**src/rtl/adcrd_pkg.sv**
```systemverilog
package adcrd_pkg;

  typedef enum logic [1:0] {
    MODE_SINGLE = 2'd0,
    MODE_PSEUDO = 2'd1,
    MODE_DIFF   = 2'd2,
    MODE_RSVD   = 2'd3
  } inMode_e;

  typedef enum logic [1:0] {
    FR_WAKE  = 2'd0,
    FR_DATA  = 2'd1,
    FR_SLEEP = 2'd2
  } frameSel_e;

  typedef enum logic [1:0] {
    SEQ_IDLE  = 2'd0,
    SEQ_FRAME = 2'd1,
    SEQ_GAP   = 2'd2
  } seqState_e;

  // Strobes from the sequencer to the datapath
  typedef struct packed {
    logic takeCmd;    // request accepted this cycle
    logic sampleBit;  // shift miso in (data frame only)
    logic grabWords;  // data frame complete
    logic finish;     // sleep frame and its gap complete
  } ctrlStrobe_t;

endpackage

```
**src/rtl/adcrd_ctrl.sv**
```systemverilog
module adcrd_ctrl
  import adcrd_pkg::*;
#(
  parameter int HALF_DIV  = 2,
  parameter int GAP_CLKS  = 4,
  parameter int WAKE_BITS = 16,
  parameter int DATA_BITS = 32,
  parameter int PD_BITS   = 8
) (
  input  logic        clk,
  input  logic        rstN,
  input  logic        startReq,
  output ctrlStrobe_t strobe,
  output logic        sclk,
  output logic        csN,
  output logic        busy
);

  localparam int CNT_MAX  = (HALF_DIV > GAP_CLKS) ? HALF_DIV : GAP_CLKS;
  localparam int DIV_W    = $clog2(CNT_MAX + 1);
  localparam int MAX_BITS = (DATA_BITS > WAKE_BITS) ?
                            ((DATA_BITS > PD_BITS) ? DATA_BITS : PD_BITS) :
                            ((WAKE_BITS > PD_BITS) ? WAKE_BITS : PD_BITS);
  localparam int BIT_W    = $clog2(MAX_BITS + 1);
  localparam logic [DIV_W-1:0] HALF_LAST = DIV_W'(HALF_DIV - 1);
  localparam logic [DIV_W-1:0] GAP_LAST  = DIV_W'(GAP_CLKS - 1);

  seqState_e        seqState;
  frameSel_e        frameSel;
  logic [DIV_W-1:0] divCnt;
  logic [BIT_W-1:0] bitCnt;
  logic [BIT_W-1:0] frameBits;
  logic             halfDone;
  logic             gapDone;
  logic             allBits;

  always_comb begin
    unique case (frameSel)
      FR_WAKE: frameBits = BIT_W'(WAKE_BITS);
      FR_DATA: frameBits = BIT_W'(DATA_BITS);
      default: frameBits = BIT_W'(PD_BITS);
    endcase
  end

  assign halfDone = (divCnt == HALF_LAST);
  assign gapDone  = (divCnt == GAP_LAST);
  assign allBits  = (bitCnt == frameBits);

  always_comb begin
    strobe.takeCmd   = (seqState == SEQ_IDLE) && startReq;
    strobe.sampleBit = (seqState == SEQ_FRAME) && (frameSel == FR_DATA) &&
                       halfDone && sclk && !allBits;
    strobe.grabWords = (seqState == SEQ_FRAME) && (frameSel == FR_DATA) &&
                       halfDone && sclk && allBits;
    strobe.finish    = (seqState == SEQ_GAP) && (frameSel == FR_SLEEP) && gapDone;
  end

  always_ff @(posedge clk) begin
    if (!rstN) begin
      seqState <= SEQ_IDLE;
      frameSel <= FR_WAKE;
      divCnt   <= '0;
      bitCnt   <= '0;
      sclk     <= 1'b1;
      csN      <= 1'b1;
      busy     <= 1'b0;
    end else begin
      unique case (seqState)
        SEQ_IDLE: begin
          if (startReq) begin
            busy     <= 1'b1;
            csN      <= 1'b0;
            frameSel <= FR_WAKE;
            divCnt   <= '0;
            bitCnt   <= '0;
            seqState <= SEQ_FRAME;
          end
        end
        SEQ_FRAME: begin
          if (halfDone) begin
            divCnt <= '0;
            if (sclk) begin
              if (allBits) begin
                csN      <= 1'b1;
                seqState <= SEQ_GAP;
              end else begin
                sclk <= 1'b0;
              end
            end else begin
              sclk   <= 1'b1;
              bitCnt <= bitCnt + 1'b1;
            end
          end else begin
            divCnt <= divCnt + 1'b1;
          end
        end
        SEQ_GAP: begin
          if (gapDone) begin
            divCnt <= '0;
            if (frameSel == FR_SLEEP) begin
              busy     <= 1'b0;
              seqState <= SEQ_IDLE;
            end else begin
              frameSel <= (frameSel == FR_WAKE) ? FR_DATA : FR_SLEEP;
              bitCnt   <= '0;
              csN      <= 1'b0;
              seqState <= SEQ_FRAME;
            end
          end else begin
            divCnt <= divCnt + 1'b1;
          end
        end
        default: seqState <= SEQ_IDLE;
      endcase
    end
  end

endmodule

```
**src/rtl/adcrd_datapath.sv**
```systemverilog
module adcrd_datapath
  import adcrd_pkg::*;
#(
  parameter int CHAN_W    = 4,
  parameter int ADDR_W    = 3,
  parameter int WORD_W    = 16,
  parameter int RES_W     = 12,
  parameter int FIELD_LSB = 2,
  parameter int OUT_W     = 16
) (
  input  logic              clk,
  input  logic              rstN,
  input  ctrlStrobe_t       strobe,
  input  logic              miso,
  input  logic [CHAN_W-1:0] chanIdx,
  input  inMode_e           inMode,
  input  logic              wideRange,
  input  logic              fixedAddr,
  output logic [ADDR_W-1:0] addrOut,
  output logic [OUT_W-1:0]  resA,
  output logic [OUT_W-1:0]  resB,
  output logic [OUT_W-1:0]  resSel,
  output logic              resValid
);

  localparam int LANES   = 2;
  localparam int SHIFT_W = LANES * WORD_W;
  localparam int PAD_W   = OUT_W - RES_W;

  logic [CHAN_W-1:0]            chanQ;
  logic                         signQ;
  logic [SHIFT_W-1:0]           shiftReg;
  logic [CHAN_W-1:0]            chanMapped;
  logic [LANES-1:0][OUT_W-1:0]  decWord;

  // Multiplexer address from the channel number, per input mode
  always_comb begin
    unique case (inMode)
      MODE_PSEUDO: chanMapped = chanIdx | CHAN_W'(1);
      MODE_DIFF:   chanMapped = chanIdx & ~CHAN_W'(1);
      default:     chanMapped = chanIdx >> 1;
    endcase
  end

  always_ff @(posedge clk) begin
    if (!rstN) begin
      chanQ    <= '0;
      signQ    <= 1'b0;
      addrOut  <= '0;
      shiftReg <= '0;
    end else begin
      if (strobe.takeCmd) begin
        chanQ <= chanIdx;
        signQ <= (inMode == MODE_DIFF) || wideRange;
        if (!fixedAddr) addrOut <= chanMapped[ADDR_W-1:0];
      end
      if (strobe.sampleBit) shiftReg <= {shiftReg[SHIFT_W-2:0], miso};
    end
  end

  // One lane per received word; word A arrives first (upper half)
  for (genvar lane = 0; lane < LANES; lane++) begin : g_lane
    logic [WORD_W-1:0] capQ;
    logic [RES_W-1:0]  field;

    always_ff @(posedge clk) begin
      if (!rstN)                 capQ <= '0;
      else if (strobe.grabWords) capQ <= shiftReg[(LANES-1-lane)*WORD_W +: WORD_W];
    end

    assign field = capQ[FIELD_LSB +: RES_W];
    assign decWord[lane] = signQ ? {{PAD_W{field[RES_W-1]}}, field}
                                 : {{PAD_W{1'b0}}, field};
  end

  always_ff @(posedge clk) begin
    if (!rstN) begin
      resA     <= '0;
      resB     <= '0;
      resSel   <= '0;
      resValid <= 1'b0;
    end else begin
      resValid <= strobe.finish;
      if (strobe.finish) begin
        resA   <= decWord[0];
        resB   <= decWord[1];
        resSel <= chanQ[0] ? decWord[1] : decWord[0];
      end
    end
  end

endmodule

```
**src/rtl/dual_adc_reader.sv**
```systemverilog
module dual_adc_reader
  import adcrd_pkg::*;
#(
  parameter int HALF_DIV = 2,
  parameter int GAP_CLKS = 4
) (
  input  logic        clk,
  input  logic        rstN,
  input  logic        startReq,
  input  logic [3:0]  chanIdx,
  input  logic [1:0]  inMode,
  input  logic        wideRange,
  input  logic        fixedAddr,
  input  logic        miso,
  output logic        sclk,
  output logic        csN,
  output logic [2:0]  addrOut,
  output logic        busy,
  output logic [15:0] resA,
  output logic [15:0] resB,
  output logic [15:0] resSel,
  output logic        resValid
);

  ctrlStrobe_t ctrlStb;

  adcrd_ctrl #(
    .HALF_DIV (HALF_DIV),
    .GAP_CLKS (GAP_CLKS),
    .WAKE_BITS(16),
    .DATA_BITS(32),
    .PD_BITS  (8)
  ) u_ctrl (
    .clk     (clk),
    .rstN    (rstN),
    .startReq(startReq),
    .strobe  (ctrlStb),
    .sclk    (sclk),
    .csN     (csN),
    .busy    (busy)
  );

  adcrd_datapath #(
    .CHAN_W   (4),
    .ADDR_W   (3),
    .WORD_W   (16),
    .RES_W    (12),
    .FIELD_LSB(2),
    .OUT_W    (16)
  ) u_dp (
    .clk      (clk),
    .rstN     (rstN),
    .strobe   (ctrlStb),
    .miso     (miso),
    .chanIdx  (chanIdx),
    .inMode   (inMode_e'(inMode)),
    .wideRange(wideRange),
    .fixedAddr(fixedAddr),
    .addrOut  (addrOut),
    .resA     (resA),
    .resB     (resB),
    .resSel   (resSel),
    .resValid (resValid)
  );

endmodule

```
**config.mk**
```make
export PLATFORM = sky130hd
export DESIGN_NAME = dual_adc_reader
export DESIGN_NICKNAME = d
export VERILOG_FILES = /design/src/rtl/adcrd_pkg.sv /design/src/rtl/adcrd_ctrl.sv /design/src/rtl/adcrd_datapath.sv /design/src/rtl/dual_adc_reader.sv
export SDC_FILE = /design/constraint.sdc
export NUM_CORES = 1
export LEC_CHECK = 0
export ABC_AREA = 0
export BUFFER_PORTS_ARGS = -buffer_cell sky130_fd_sc_hd__buf_2
export CORE_ASPECT_RATIO = 1.1
export CORE_MARGIN = 2
export CORE_UTILIZATION = 60
export DETAILED_ROUTE_END_ITERATION = 6
export PLACE_DENSITY = 0.83
export SLEW_MARGIN = 20
export SYNTH_ARGS = -nofsm -noshare
export SYNTH_HDL_FRONTEND = slang
export SYNTH_SLANG_ARGS = --single-unit
```
**constraint.sdc**
```tcl
create_clock -name clk -period 3.9 [get_ports clk]
set_input_delay 0.39 -clock clk [delete_from_list [all_inputs] [get_ports clk]]
set_output_delay 0.39 -clock clk [all_outputs]
set_load 0.01 [all_outputs]
```
After elaboration in Yosys (flattened, before gate mapping). Index checks and enable logic that the tools add are counted. W data, S select, Z words.

Add/sub/neg operators: 2. Equality and inequality tests: 17. Mux-type cells: 40. Bitwise gates (word level): 1. Reductions and logical operators: 22.

Operators by type and width (number): $mux W16 (3); $mux W6 (5); $mux W2 (9); $pmux W6 S3 (1); $mux W1 (12); $pmux W6 S2 (1); $mux W3 (3); $pmux W3 S3 (1); $logic_and A1 B1 Y1 (8); $ne A2 B1 Y1 const B (4); $ne A2 B2 Y1 const B (4); $reduce_and A4 Y1 (2); $reduce_and A7 Y1 (1); $add A6 B1 Y6 const B (1); $eq A2 B1 Y1 const B (3); $eq A2 B2 Y1 const B (3); $eq A6 B6 Y1 (1); $pmux W2 S3 (1); $pmux W3 S2 (1); $reduce_and A2 Y1 (3); $reduce_and A6 Y1 (1); $reduce_and A5 Y1 (1); $logic_not A2 Y1 (2); $pmux W2 S2 (1); 10 further kinds (10).

Register bits: 128. Bits of input ports: 12. Output and inout bits: 55. Logic and storage cells: 99.

Logic depth before layout (Yosys ltp).
Depth in word-level cells: 7. Depth in mapped cells: 8. Depth with buffers taken out: 7.

By module. From an unflattened synthesis, not the netlist that was laid out.

Cells, all modules: 486. Area total of the unflattened synthesis: 5082.4 um^2.

Modules (own cells, without submodules): adcrd_datapath (instances 1, cells each 357, area an instance 3996.3 um^2, seq. area each 1981.9 um^2); adcrd_ctrl (instances 1, cells each 129, area an instance 1086.0 um^2, seq. area each 320.3 um^2).

Worst setup path after synthesis. Ideal clock, no wire load.

Path type: flip-flop to flip-flop. Start: register u_ctrl.seqState[0]. End: register u_ctrl.bitCnt[4]. Library setup time: 138 ps. Data arrival time: 1807 ps. Required time: 3762 ps. Setup slack: 1955 ps. Stages on the path, launching flop included: 9. Buffers on the path: 2. Period minus slack after synthesis: 1945 ps. Cell sequence: dfxtp_1 > inv_1 > ha_1 > nor2b_4 > or2_2 > clkbuf_1 > buf_2 > o41ai_1 > a21oi_1.

Longest elaborated chain between the ends: 3. Elaborated cells on any way between the ends: 11. Classes of those cells: 7 x eq/ne; 1 x mux; 3 x reduce/logical.

RTL lines: start, declared (RTL line adcrd_ctrl.sv:28) `seqState_e seqState;`; start signal, assigned (RTL line adcrd_ctrl.sv:60) `seqState <= SEQ_IDLE;`; start signal, assigned (RTL line adcrd_ctrl.sv:76) `seqState <= SEQ_FRAME;`; start signal, assigned (RTL line adcrd_ctrl.sv:85) `seqState <= SEQ_GAP;`; $eq A2 B1 Y1 (tied with other cells) (RTL line adcrd_ctrl.sv:68) `unique case (seqState)`; $ne A2 B2 Y1 (no source line) (tied with other cells); $reduce_and A6 Y1 (no source line); end signal, assigned (RTL line adcrd_ctrl.sv:91) `bitCnt <= bitCnt + 1'b1;`; end, declared (RTL line adcrd_ctrl.sv:31) `logic [BIT_W-1:0] bitCnt;`.

Several ways; a longest one is shown, not always the timed one. A chain may end at the register's enable or synchronous reset.

Final worst setup path.
Start: register u_ctrl.seqState[1]. End: register u_dp.shiftReg[8].

Longest elaborated chain between the ends: 5.

RTL lines: $eq A2 B1 Y1 (RTL line adcrd_ctrl.sv:51) `strobe.sampleBit = (seqState == SEQ_FRAME) && (frameSel == FR_DATA) &&`; $logic_and A1 B1 Y1 (2 in series) (RTL line adcrd_ctrl.sv:51); $logic_and A1 B1 Y1 (2 in series) (RTL line adcrd_ctrl.sv:52) `halfDone && sclk && !allBits;`; end signal, assigned (RTL line adcrd_datapath.sv:57) `if (strobe.sampleBit) shiftReg <= {shiftReg[SHIFT_W-2:0], miso};`; end, declared (RTL line adcrd_datapath.sv:32) `logic [SHIFT_W-1:0] shiftReg;`.

No other way between the ends.

==> flow_summary.ini <==
[cells_and_area]
drive_above_1_share_pct = 18.73
diodes = 0
final_cell_mix = nand2_1 (129), dfxtp_1 (115), mux2i_1 (69), buf_2 (65), a21boi_0 (29)
final_common_cell = nand2_1
final_nets = 594
fin_util_pct = 73.32
fillCellCount = 535
area_growth_pct = 17.52

[cts]
clk_pin_slew_ps = 60
post_cts_resized = 0
numCtsBuffers = 17
cts_hold_buf = 0
cts_tree = yes
cts.htree.levels = 4
cts-root-buf = clkbuf_8
ctsLongestPathBuffers = 2
clock_latency_ps = 520
cts_setup_buffers = 0
cts_sinks = 115

[pwr]
ir_drop_mv = 0.4113
p_leak_nw = 2.371
p_per_area_nw_per_um2 = 478.5

[yosys]
yosysSeqAreaShare_pct = 46.38
yosysWarnings = 0
synth-edff-count = 0
ys_seq_elements = 115
ys.flop_type = dfxtp_1
syn_area_um2 = 4964
async_flop_share_pct = 0
synthesis.nets = 548
yosysUniqueCellTypes = 52
avgSynthCellArea_um2 = 9.472
synthCells = 524

[global_routing]
grt_pass1_wl_um = 18110
grt_remaining_overflow = 0
grt_pass1_vias = 3714
grt_util_met1_pct = 33.33
grt.busiest_layer = met2
antenna_found_initial = 0
gr-usage-met3_pct = 5.530
track_usage_pct = 25.00
use_met2_pct = 40.82
grt_max_degree = 72

[detailed_routing]
num_vias = 3944
vias_per_cell = 5.716
drc_errors = 0
postRouteAntennaNets = 0
routed_wl_um = 11000
firstDrtPassIters = 5
drt_iter0_drc = 230
wl_per_cell_um = 15.95

[placed_design]
place_ws_ps = 1369
io_buffers = 66
gp_congestion = 0.8292
place_hpwl_um = 6990

[min_path]
hold_path.class = in2reg

[floorplanning]
coreArea_um2 = 7955
num_io_pins = 67
die-area_um2 = 9017
placementRows = 34
start_util_pct = 62.39
die_h_um = 99.39
die_w_um = 90.72

[timing]
fin_worst_skew_ps = 5.885
hold_viol = 0
timing.fmax_ghz = 0.3832
maxSlewViolCount = 0
slew_headroom_pct = 43.87
rsz0062_at_grt = false
setup_slack_ps = 1290
finalCritPeriodShare_pct = 66.91
finalSetupViolCount = 0
setup_tns_ps = 0
period_needed_ps = 2610
worst_slew_pin_slew_ps = 840.7

[setup_path]
cp.arrival_ps = 3040
required_ps = 4340
crit_path_end_kind = flop
startpoint_type = flop
cp_max_fo = 16
critPathKind = reg2reg

[run_status]
status = completed

[flow_run]
maxCapViolations = 0
==> per-stage QoR <==
| stage | power, mW | std cells | hold WS (ps) | instance area [um2] |
|---|---|---|---|---|
| final | 2.791 | 690 | 124.1 | 5833 |
| after global routing | 2.871 | 690 | 114.9 | 5833 |
| after CTS | 2.801 | 690 | 116.9 | 5831 |
| after detailed placement | 1.351 | 659 | 454.3 | 5266 |
| after global placement | 1.346 | 659 | 450.5 | 5266 |
| after floorplan | 1.314 | 524 | 442.8 | 4964 |
==> layer usage <==
layer,wire [um],share of wire (%)
met2,5337,49
met3,549,5.0
met1,5001,45
met5,0,0
met4,116,1.1
==> synthesized netlist by cell type (9+ instances only) <==
cell type / instances / area (um2)
clkbuf_1: 22 / 82.58
buf_4: 10 / 75.07
ha_1: 12 / 150.1
o211a_1: 14 / 140.1
nand2_1: 129 / 484.2
a21boi_0: 29 / 217.7
buf_2: 9 / 45.04
dfxtp_1: 115 / 2302
inv_1: 13 / 48.80
mux2i_1: 69 / 690.7
==> path summary, 6_finish.rpt <==
check | from | end | slack, ps | depth (start not counted)
setup reg to reg | u_ctrl.seqState[1] | u_dp.shiftReg[8] | 1290 | 6
hold / removal | wideRange | u_dp.signQ | 120 | 2
setup / recovery | u_ctrl.seqState[1] | u_dp.shiftReg[8] | 1290 | 6
hold reg to reg | u_dp.resB[5] | u_dp.resB[5] | 460 | 2
==> state kept, by name, summed over array words and instances (netlist names), 3 cells and up <==
name / flops
u_dp.g_lane.capQ: 24
u_ctrl.bitCnt: 6
u_dp.addrOut: 3
u_dp.resSel: 13
u_dp.shiftReg: 30
u_dp.resB: 13
u_ctrl.divCnt: 3
u_dp.resA: 13
==> area by class of cell <==
class	instances	area [um2]	area share, %
clock buffer	19	431.7	7.400
clock inverter	12	132.6	2.274
inverter	13	48.80	0.8366
multi-input combinational	352	2400	41.14
sequential	115	2302	39.47
tap	108	135.1	2.317
timing repair buffer	71	382.9	6.564
==> power by group <==
group	total (mW)	internal, mW	switching [mW]
Combinational	0.129	0.0511	0.0779
Clock	1.46	0.922	0.540
Sequential	1.20	1.19	0.0136
==> logic make-up (layout without fill, tap and decap cells) <==
logic type      Yosys count  count (layout)  synth area share, %
mux                      69              69                13.91
xor+xnor                  3               3               0.5295
compound gates           89              89                13.69
fa+ha+maj                12              12                3.025
simple gates            179             179                16.71
buf+inv                  57             115                5.747
flops                   115             115                46.38
==> critical path, cell delays in order (launching register included) <==
cell	delay [ps]
dfxtp_1	350
inv_1	100
ha_1	460
nand4_1	310
a31oi_4	620
buf_4	400
mux2i_1	260
Note: power is estimated with default switching activity, not from simulation.
